<file path="src/rtl/irc_pkg.sv">
package irc_pkg;
  typedef enum logic [2:0] {
    CFG_OFF,
    CFG_BASE,
    CFG_CASC,
    CFG_MODE,
    CFG_RUN
  } cfg_state_e;

  localparam logic [7:0] EOI_CODE  = 8'h20;
  localparam int         START_BIT = 4;
  localparam int         SNGL_BIT  = 1;
  localparam int         MODE_BIT  = 0;
endpackage

</file>
<file path="src/rtl/irc_cfg_seq.sv">
module irc_cfg_seq
  import irc_pkg::*;
#(
  parameter int DW    = 8,
  parameter int IDX_W = 3
) (
  input  logic                clk,
  input  logic                rst_n,
  input  logic                bus_wr,
  input  logic                bus_sel,
  input  logic [DW-1:0]       bus_wdata,
  output logic                cfg_ready,
  output logic                start_p,
  output logic                mask_we,
  output logic                eoi_p,
  output logic [DW-IDX_W-1:0] base_hi
);
  cfg_state_e st_q;
  logic need_casc_q, need_mode_q;

  always_comb begin
    start_p   = bus_wr && !bus_sel && bus_wdata[START_BIT];
    cfg_ready = (st_q == CFG_RUN);
    mask_we   = bus_wr && bus_sel && cfg_ready;
    eoi_p     = bus_wr && !bus_sel && cfg_ready && (bus_wdata == DW'(EOI_CODE));
  end

  always_ff @(posedge clk or negedge rst_n) begin
    if (!rst_n) begin
      st_q        <= CFG_OFF;
      need_casc_q <= 1'b0;
      need_mode_q <= 1'b0;
      base_hi     <= '0;
    end else if (start_p) begin
      st_q        <= CFG_BASE;
      need_casc_q <= !bus_wdata[SNGL_BIT];
      need_mode_q <= bus_wdata[MODE_BIT];
    end else if (bus_wr && bus_sel) begin
      case (st_q)
        CFG_BASE: begin
          base_hi <= bus_wdata[DW-1:IDX_W];
          if (need_casc_q)      st_q <= CFG_CASC;
          else if (need_mode_q) st_q <= CFG_MODE;
          else                  st_q <= CFG_RUN;
        end
        CFG_CASC: st_q <= need_mode_q ? CFG_MODE : CFG_RUN;
        CFG_MODE: st_q <= CFG_RUN;
        default:  st_q <= st_q;
      endcase
    end
  end
endmodule

</file>
<file path="src/rtl/irc_req_latch.sv">
module irc_req_latch #(
  parameter int N_IRQ = 8
) (
  input  logic             clk,
  input  logic             rst_n,
  input  logic [N_IRQ-1:0] irq_in,
  input  logic             enable,
  input  logic             clr_all,
  input  logic [N_IRQ-1:0] take,
  output logic [N_IRQ-1:0] irr_q
);
  logic [N_IRQ-1:0] prev_q, rise;

  always_comb rise = irq_in & ~prev_q;

  always_ff @(posedge clk or negedge rst_n) begin
    if (!rst_n) begin
      prev_q <= '0;
      irr_q  <= '0;
    end else begin
      prev_q <= irq_in;
      if (clr_all) irr_q <= '0;
      else         irr_q <= (irr_q & ~take) | (rise & {N_IRQ{enable}});
    end
  end
endmodule

</file>
<file path="src/rtl/irc_first_one.sv">
module irc_first_one #(
  parameter int N     = 8,
  parameter int IDX_W = 3
) (
  input  logic [N-1:0]     vec,
  output logic             any,
  output logic [IDX_W-1:0] idx
);
  always_comb begin
    any = |vec;
    idx = '0;
    for (int i = N - 1; i >= 0; i--) begin
      if (vec[i]) idx = IDX_W'(i);
    end
  end
endmodule

</file>
<file path="src/rtl/irq_ctrl8.sv">
module irq_ctrl8 #(
  parameter int N_IRQ = 8,
  parameter int DW    = 8
) (
  input  logic             clk,
  input  logic             rst_n,
  input  logic             bus_wr,
  input  logic             bus_sel,
  input  logic [DW-1:0]    bus_wdata,
  output logic [DW-1:0]    bus_rdata,
  input  logic [N_IRQ-1:0] irq_in,
  output logic             irq_o,
  output logic [DW-1:0]    vec_o,
  input  logic             ack_i
);
  localparam int IDX_W = $clog2(N_IRQ);

  logic                cfg_ready, start_p, mask_we, eoi_p;
  logic [DW-IDX_W-1:0] base_hi;
  logic [N_IRQ-1:0]    irr_q, isr_q, mask_q, pend, take, isr_nxt;
  logic                pend_any, isr_any;
  logic [IDX_W-1:0]    pend_idx, isr_idx;

  irc_cfg_seq #(.DW(DW), .IDX_W(IDX_W)) u_cfg (
    .clk, .rst_n, .bus_wr, .bus_sel, .bus_wdata,
    .cfg_ready, .start_p, .mask_we, .eoi_p, .base_hi
  );

  irc_req_latch #(.N_IRQ(N_IRQ)) u_req (
    .clk, .rst_n, .irq_in, .enable(cfg_ready), .clr_all(start_p),
    .take, .irr_q
  );

  always_comb pend = irr_q & ~mask_q;

  irc_first_one #(.N(N_IRQ), .IDX_W(IDX_W)) u_pick_req (
    .vec(pend), .any(pend_any), .idx(pend_idx)
  );

  irc_first_one #(.N(N_IRQ), .IDX_W(IDX_W)) u_pick_isr (
    .vec(isr_q), .any(isr_any), .idx(isr_idx)
  );

  always_comb begin
    irq_o   = cfg_ready && pend_any && (!isr_any || (pend_idx < isr_idx));
    vec_o   = {base_hi, pend_idx};
    take    = (irq_o && ack_i) ? (N_IRQ'(1) << pend_idx) : '0;
    isr_nxt = isr_q | take;
    if (eoi_p && isr_any) isr_nxt[isr_idx] = 1'b0;
    bus_rdata = bus_sel ? DW'(mask_q) : DW'(isr_q);
  end

  always_ff @(posedge clk or negedge rst_n) begin
    if (!rst_n) begin
      mask_q <= '0;
      isr_q  <= '0;
    end else if (start_p) begin
      mask_q <= '0;
      isr_q  <= '0;
    end else begin
      if (mask_we) mask_q <= bus_wdata[N_IRQ-1:0];
      isr_q <= isr_nxt;
    end
  end
endmodule

</file>
<file path="config.mk">
export PLATFORM = sky130hd
export DESIGN_NAME = irq_ctrl8
export DESIGN_NICKNAME = d
export VERILOG_FILES = /design/src/rtl/irc_pkg.sv /design/src/rtl/irc_cfg_seq.sv /design/src/rtl/irc_req_latch.sv /design/src/rtl/irc_first_one.sv /design/src/rtl/irq_ctrl8.sv
export SDC_FILE = /design/constraint.sdc
export NUM_CORES = 1
export LEC_CHECK = 0
export BUFFER_PORTS_ARGS = -buffer_cell sky130_fd_sc_hd__buf_2
export CAP_MARGIN = 5
export CORE_MARGIN = 8
export CORE_UTILIZATION = 40
export DETAILED_ROUTE_END_ITERATION = 8
export GPL_TIMING_DRIVEN = 0
export PLACE_DENSITY = 0.61
export SLEW_MARGIN = 30
export SYNTH_ARGS = -nofsm -noshare
export SYNTH_HDL_FRONTEND = slang
export SYNTH_SLANG_ARGS = --single-unit
</file>
<file path="constraint.sdc">
create_clock -name clk -period 2.3 [get_ports clk]
set_input_delay 0.345 -clock clk [delete_from_list [all_inputs] [get_ports clk]]
set_output_delay 0.345 -clock clk [all_outputs]
set_load 0.005 [all_outputs]
</file>
=== Word level (Yosys, flattened, before mapping) ===
Index checks and enable logic that the tools add are counted.

* Bits in registers: 42
* Bits in latches: 0
* Memory bits (writable): 0
* Bits in read-only memories: 0
* Input port bits: 21
* Output and inout port bits: 17
* Memories kept: 0

* Add/sub/neg operators: 0
* $mul: 0
* Div/mod/pow operators: 0
* $lt $le $gt $ge: 3
* Equality and inequality tests: 5
* Shift operators: 1
* Mux-type cells: 30
* Bitwise gates (word level): 12
* Reduce and logical (&&, ||, !) cells: 22

{| class="wikitable"
|+ Operators with widths
! kind !! count
|-
| $mux W3 || 20
|-
| $mux W8 || 7
|-
| $and A8 B8 Y8 || 5
|-
| $not A8 Y8 || 4
|-
| $or A8 B8 Y8 || 2
|-
| $reduce_or A8 Y1 || 2
|-
| $logic_and A1 B1 Y1 || 11
|-
| $pmux W3 S3 || 1
|-
| $eq A8 B6 Y1 const B || 1
|-
| $shl A1 B3 Y8 const A || 1
|-
| $eq A3 B2 Y1 const B || 2
|-
| $lt A3 B4 Y1 const B || 1
|-
| $reduce_bool A2 Y1 || 2
|-
| $reduce_bool A4 Y1 || 1
|-
| $demux W1 S3 || 1
|-
| $eq A3 B1 Y1 const B || 1
|-
| $eq A3 B3 Y1 const B || 1
|-
| $ge A3 B1 Y1 const B || 1
|-
| $logic_not A1 Y1 || 3
|-
| $lt A3 B3 Y1 || 1
|-
| $reduce_and A3 Y1 || 1
|-
| $reduce_and A2 Y1 || 1
|-
| $logic_or A1 B1 Y1 || 1
|-
| $mux W1 || 1
|-
| $not A1 Y1 || 1
|}

=== Longest topological paths before layout ===
* Depth after elaboration: 19
* Gate-level depth with buffers: 10

=== Modules after synthesis ===
Synthesis repeated with hierarchy kept, for this count alone.

* Cell total of the unflattened synthesis: 234
* Area total of the unflattened synthesis: 2367.3 µm²

{| class="wikitable"
|+ Modules (own cells, without submodules)
! module !! times used !! cells an instance !! area an instance (µm²) !! seq. area each (µm²)
|-
| irq_ctrl8 || 1 || 121 || 1127.3 || 400.4
|-
| irc_req_latch || 1 || 42 || 561.8 || 400.4
|-
| irc_cfg_seq || 1 || 45 || 515.5 || 250.2
|-
| irc_first_one || 2 || 13 || 81.3 || 0.0
|}

=== Worst setup path before layout ===
OpenSTA, ideal clock, no wires.

* Path kind: register -> output
* Start point: reg isr_q[5]
* End point: out irq_o
* Data arrival time: 2.239 ns
* Path slack: -0.284 ns
* Stages on the path, launching flop included: 10
* Path through: dfrtp_1 or4_1 nand2_1 ha_1 nor2_1 a21oi_1 a311oi_1 a21o_1 nor2_1 nor4_1

* Longest elaborated chain between the ends: 9

{| class="wikitable"
|+ RTL lines
! what !! RTL line !! source
|-
| from (decl) || irq_ctrl8.sv:20 || <nowiki>logic [N_IRQ-1:0] irr_q, isr_q, mask_q, pend, take, isr_nxt;</nowiki>
|-
| from (signal assigned) || irq_ctrl8.sv:62 || <nowiki>isr_q <= isr_nxt;</nowiki>
|-
| $mux W3 (6 in a row) || irc_first_one.sv:13 || <nowiki>if (vec[i]) idx = IDX_W'(i);</nowiki>
|-
| $lt A3 B3 Y1 || irq_ctrl8.sv:45 || <nowiki>irq_o = cfg_ready && pend_any && (!isr_any || (pend_idx < isr_idx));</nowiki>
|-
| $logic_or A1 B1 Y1 * || irq_ctrl8.sv:45 ||
|-
| $logic_and A1 B1 Y1 * || irq_ctrl8.sv:45 ||
|-
| to (decl) || irq_ctrl8.sv:12 || <nowiki>output logic irq_o,</nowiki>
|}

Mark *: on every way between the ends. The rest lies on a longest branch, timed or not.

=== Worst setup path after layout ===
Same ends and word-level chain as after synthesis.

==> reports/summary.txt <==
Ys flop type - dfrtp_1
Internal - 0.00234 W
CP required - 1.96 ns
RSZ-0062 raised after global routing - true
Power, Total - 0.00397 W
NetSw - 0.00163 W
Final WL - 6.62 mm
Reg clk slew, reported paths - 0.08 ns
Syn Nets - 270
Fin cells - 391
Post-Route Utilization - 0.554
Die extent in x - 91.8 µm
Crit Path Max Fanout - 2
Slew HR - 0.590
Worst setup path end - irq_o
Worst-case reg-to-reg path depth - 13
Die area - 8420 µm²
Global-route wire length before repair - 11.0 mm
Vias - 2,167
Largest net degree at the start of global routing - 43
Die H - 91.8 µm
Final Cycle Share - 1.29
Yosys cell types - 48
Vias in the first global route - 2,251
CTS tree - done
Initial Util - 0.414
Post-route clock skew - 0.00430 ns
Lkg Pwr - 1.38 nW
Final hold violations - 0
Syn Std Cell Area - 2300 µm²
Clock Path Buffers - 2
Design Area, Final - 3070 µm²
Final setup viols - 13
Leading cell types in the layout, fill and taps excluded - 41 x nand2_1, 38 x buf_2, 38 x dfrtp_1
Max incr delay on CP - 0.56 ns
Avg Vias per Cell - 5.54
Worst vdd ir - 0.558 mV
Critical path's top delay family - simple AND/OR/NAND/NOR gates
Bufs and invs on worst path - 1
Layout cells sized above 1 - 0.386
Reg2reg end - u_req.irr_q[7]
First-pass iteration count of the detailed router - 4
Iteration-0 DRC Markers - 178
GRT overflow - 0
P&R area growth vs syn - 33.7%
Number of antenna-violating nets in the routed design - 0
Fill count - 520
Synth Register Bits - 42
CP endpoint kind - primary output
Reg2Reg Setup Slack - -0.30 ns
Net Sw Frac - 0.411
Commonest non-fill, non-tap cell in the layout - nand2_1
Arrival @ worst endpoint - 2.61 ns
PortBufs - 37
Placeable core area - 5540 µm²
Post-synth EDFFs - 0
Clock root cell - clkbuf_8
# diodes - 0
Status - finished with violations
Slew Limit Fails - 0
Worst-Margin Slew - 0.616 ns
Async S/R FF share, synth - 1.00
Hold crit path type - in -> async
Warnings from Yosys - 0
# DRC - 0
FP Rows - 27
Combinational power share - 0.574
Worst setup path category - reg -> out
Clock latency on the worst-skew pair - 0.29 ns
Inserted Clock Buffers - 5
Hold-fix buffers, CTS - 0
Syn Inst Count - 248
Fmax - 338 MHz
Mean Syn Cell Area - 9.26 µm²
CP most frequent cell - nor2_4
Setup crit start kind - flop
Total clock sinks - 42
Global Route Usage Sum - 0.161
H-tree depth - 2
CP Launch Point - isr_q[5]
CP max stage cell - or4_4
Cells after DPL - 357
Violated checks - negative setup slack
Power density over the cells - 1290 nW/µm²
Layout Nets - 340
Sequential fraction of the synthesis area - 0.458
Placed cell area - 2590 µm²
WL/cell - 16.9 µm
Min Tclk post-route - 2.96 ns
Routability cong. - 0.928
Final WS setup - -0.658 ns
Critical-path cell list - or4_4 -> nand2_4 -> ha_4 -> nor2_4 -> a21oi_2 -> a311oi_2 -> a21o_1 -> nor2_4 -> nor4_2 -> buf_2
Reg-to-Reg Start - isr_q[5]
Clock network power share - 0.147
Reg power frac - 0.280
I/O Pins - 38
Number of cells on the critical path - 10
Dpl hpwl - 4.62 mm
Max-cap check violation count - 0
Initial antenna violation count - 0
Min Hold Slack - 0.0225 ns
==> power groups by stage <==
stage	combinational, W	clock (W)	sequential, W
2_1_floorplan	0.00106	0	0.00107
3_3_place_gp	0.00147	0	0.00111
3_5_place_dp	0.00149	0	0.00112
4_1_cts	0.00207	0.000594	0.00110
5_1_grt	0.00246	0.000627	0.00114
6_report	0.00228	0.000583	0.00111
==> registers in the layout, indices dropped and copies added, names as in the netlist <==
register,count
isr_q,8
mask_q,8
u_req.irr_q,8
u_req.prev_q,8
u_cfg.base_hi,5
u_cfg.st_q,3
u_cfg.need_casc_q,1
u_cfg.need_mode_q,1
==> area by class of cell <==
cell class / count / area [µm²] / share of cell area
plain buffers: 7 / 28.8 / 0.00938
clock buffers: 6 / 72.6 / 0.0236
repair buffers: 63 / 398 / 0.130
inverters: 6 / 22.5 / 0.00734
multi-input cells: 193 / 1360 / 0.444
flip-flops and latches: 42 / 1060 / 0.344
well taps: 72 / 90.1 / 0.0294
clock inverters: 2 / 37.5 / 0.0122
==> cell families (layout without fill, tap and decap cells) <==
family | Yosys count | count (layout) | share of synthesized area
simple gates | 119 | 119 | 0.276
compound gates | 62 | 62 | 0.184
fa+ha+maj | 1 | 1 | 0.00545
mux | 11 | 11 | 0.0540
buf+inv | 13 | 84 | 0.0223
flops | 42 | 42 | 0.458
==> through the flow <==
| stage | worst slack, ns | setup TNS (ns) |
|---|---|---|
| 3_5_place_dp | -0.597 | -3.37 |
| 2_1_floorplan | -0.166 | -0.224 |
| 4_1_cts | -0.705 | -2.70 |
| 3_3_place_gp | -0.585 | -3.27 |
| 5_1_grt | -0.720 | -4.43 |
| 6_report | -0.658 | -3.29 |
==> routing by layer <==
| layer | vias up | GRT usage | part of all wire |
|---|---|---|---|
| met5 | - | 0 | 0 |
| met4 | 0 | 0.0550 | 0.021 |
| met3 | 13 | 0.0399 | 0.074 |
| met2 | 77 | 0.268 | 0.48 |
| met1 | 1036 | 0.199 | 0.43 |
| li1 | 1041 | - | - |
==> synthesized netlist by cell type (2+ instances only) <==
cell      number  area, µm²
a211oi_1       5       37.5
a21o_1         3       22.5
a21oi_1       13       65.1
buf_2          2       10.0
clkbuf_1       5       18.8
dfrtp_1       42       1050
inv_1          6       22.5
mux2_2        11        124
nand2_1       42        158
nand2b_1       9       56.3
nand3_1        2       10.0
nand3b_1       4       30.0
nand4_1        2       12.5
nor2_1        21       78.8
nor2b_1        9       56.3
nor3_1         9       45.0
nor3b_1        3       22.5
nor4_1         4       25.0
o211a_1        3       30.0
o211ai_1       2       15.0
o21ai_0       16       80.1
o21ai_1        3       15.0
o221a_2        4       45.0
or4_1          3       22.5
or4_4          2       22.5
==> how the worst min path moves through the flow <==
stage,to,slack [ns],cells after the start
after CTS,u_req.prev_q[2],0.16,1
after global placement,u_req.prev_q[0],0.47,1
final,u_cfg.base_hi[2],0.02,1
after detailed placement,u_req.prev_q[0],0.47,1
after floorplan,isr_q[0],0.05,0
after global routing,u_cfg.base_hi[2],0.06,1
==> repair_timing <==
item	in CTS	in global routing
buffers inserted	20	6
setup endpoints to repair	13	16
gates resized for setup	31	8
pin swaps	12	4
gates cloned	0	0
No activity file was read; power rests on OpenSTA's default activity.
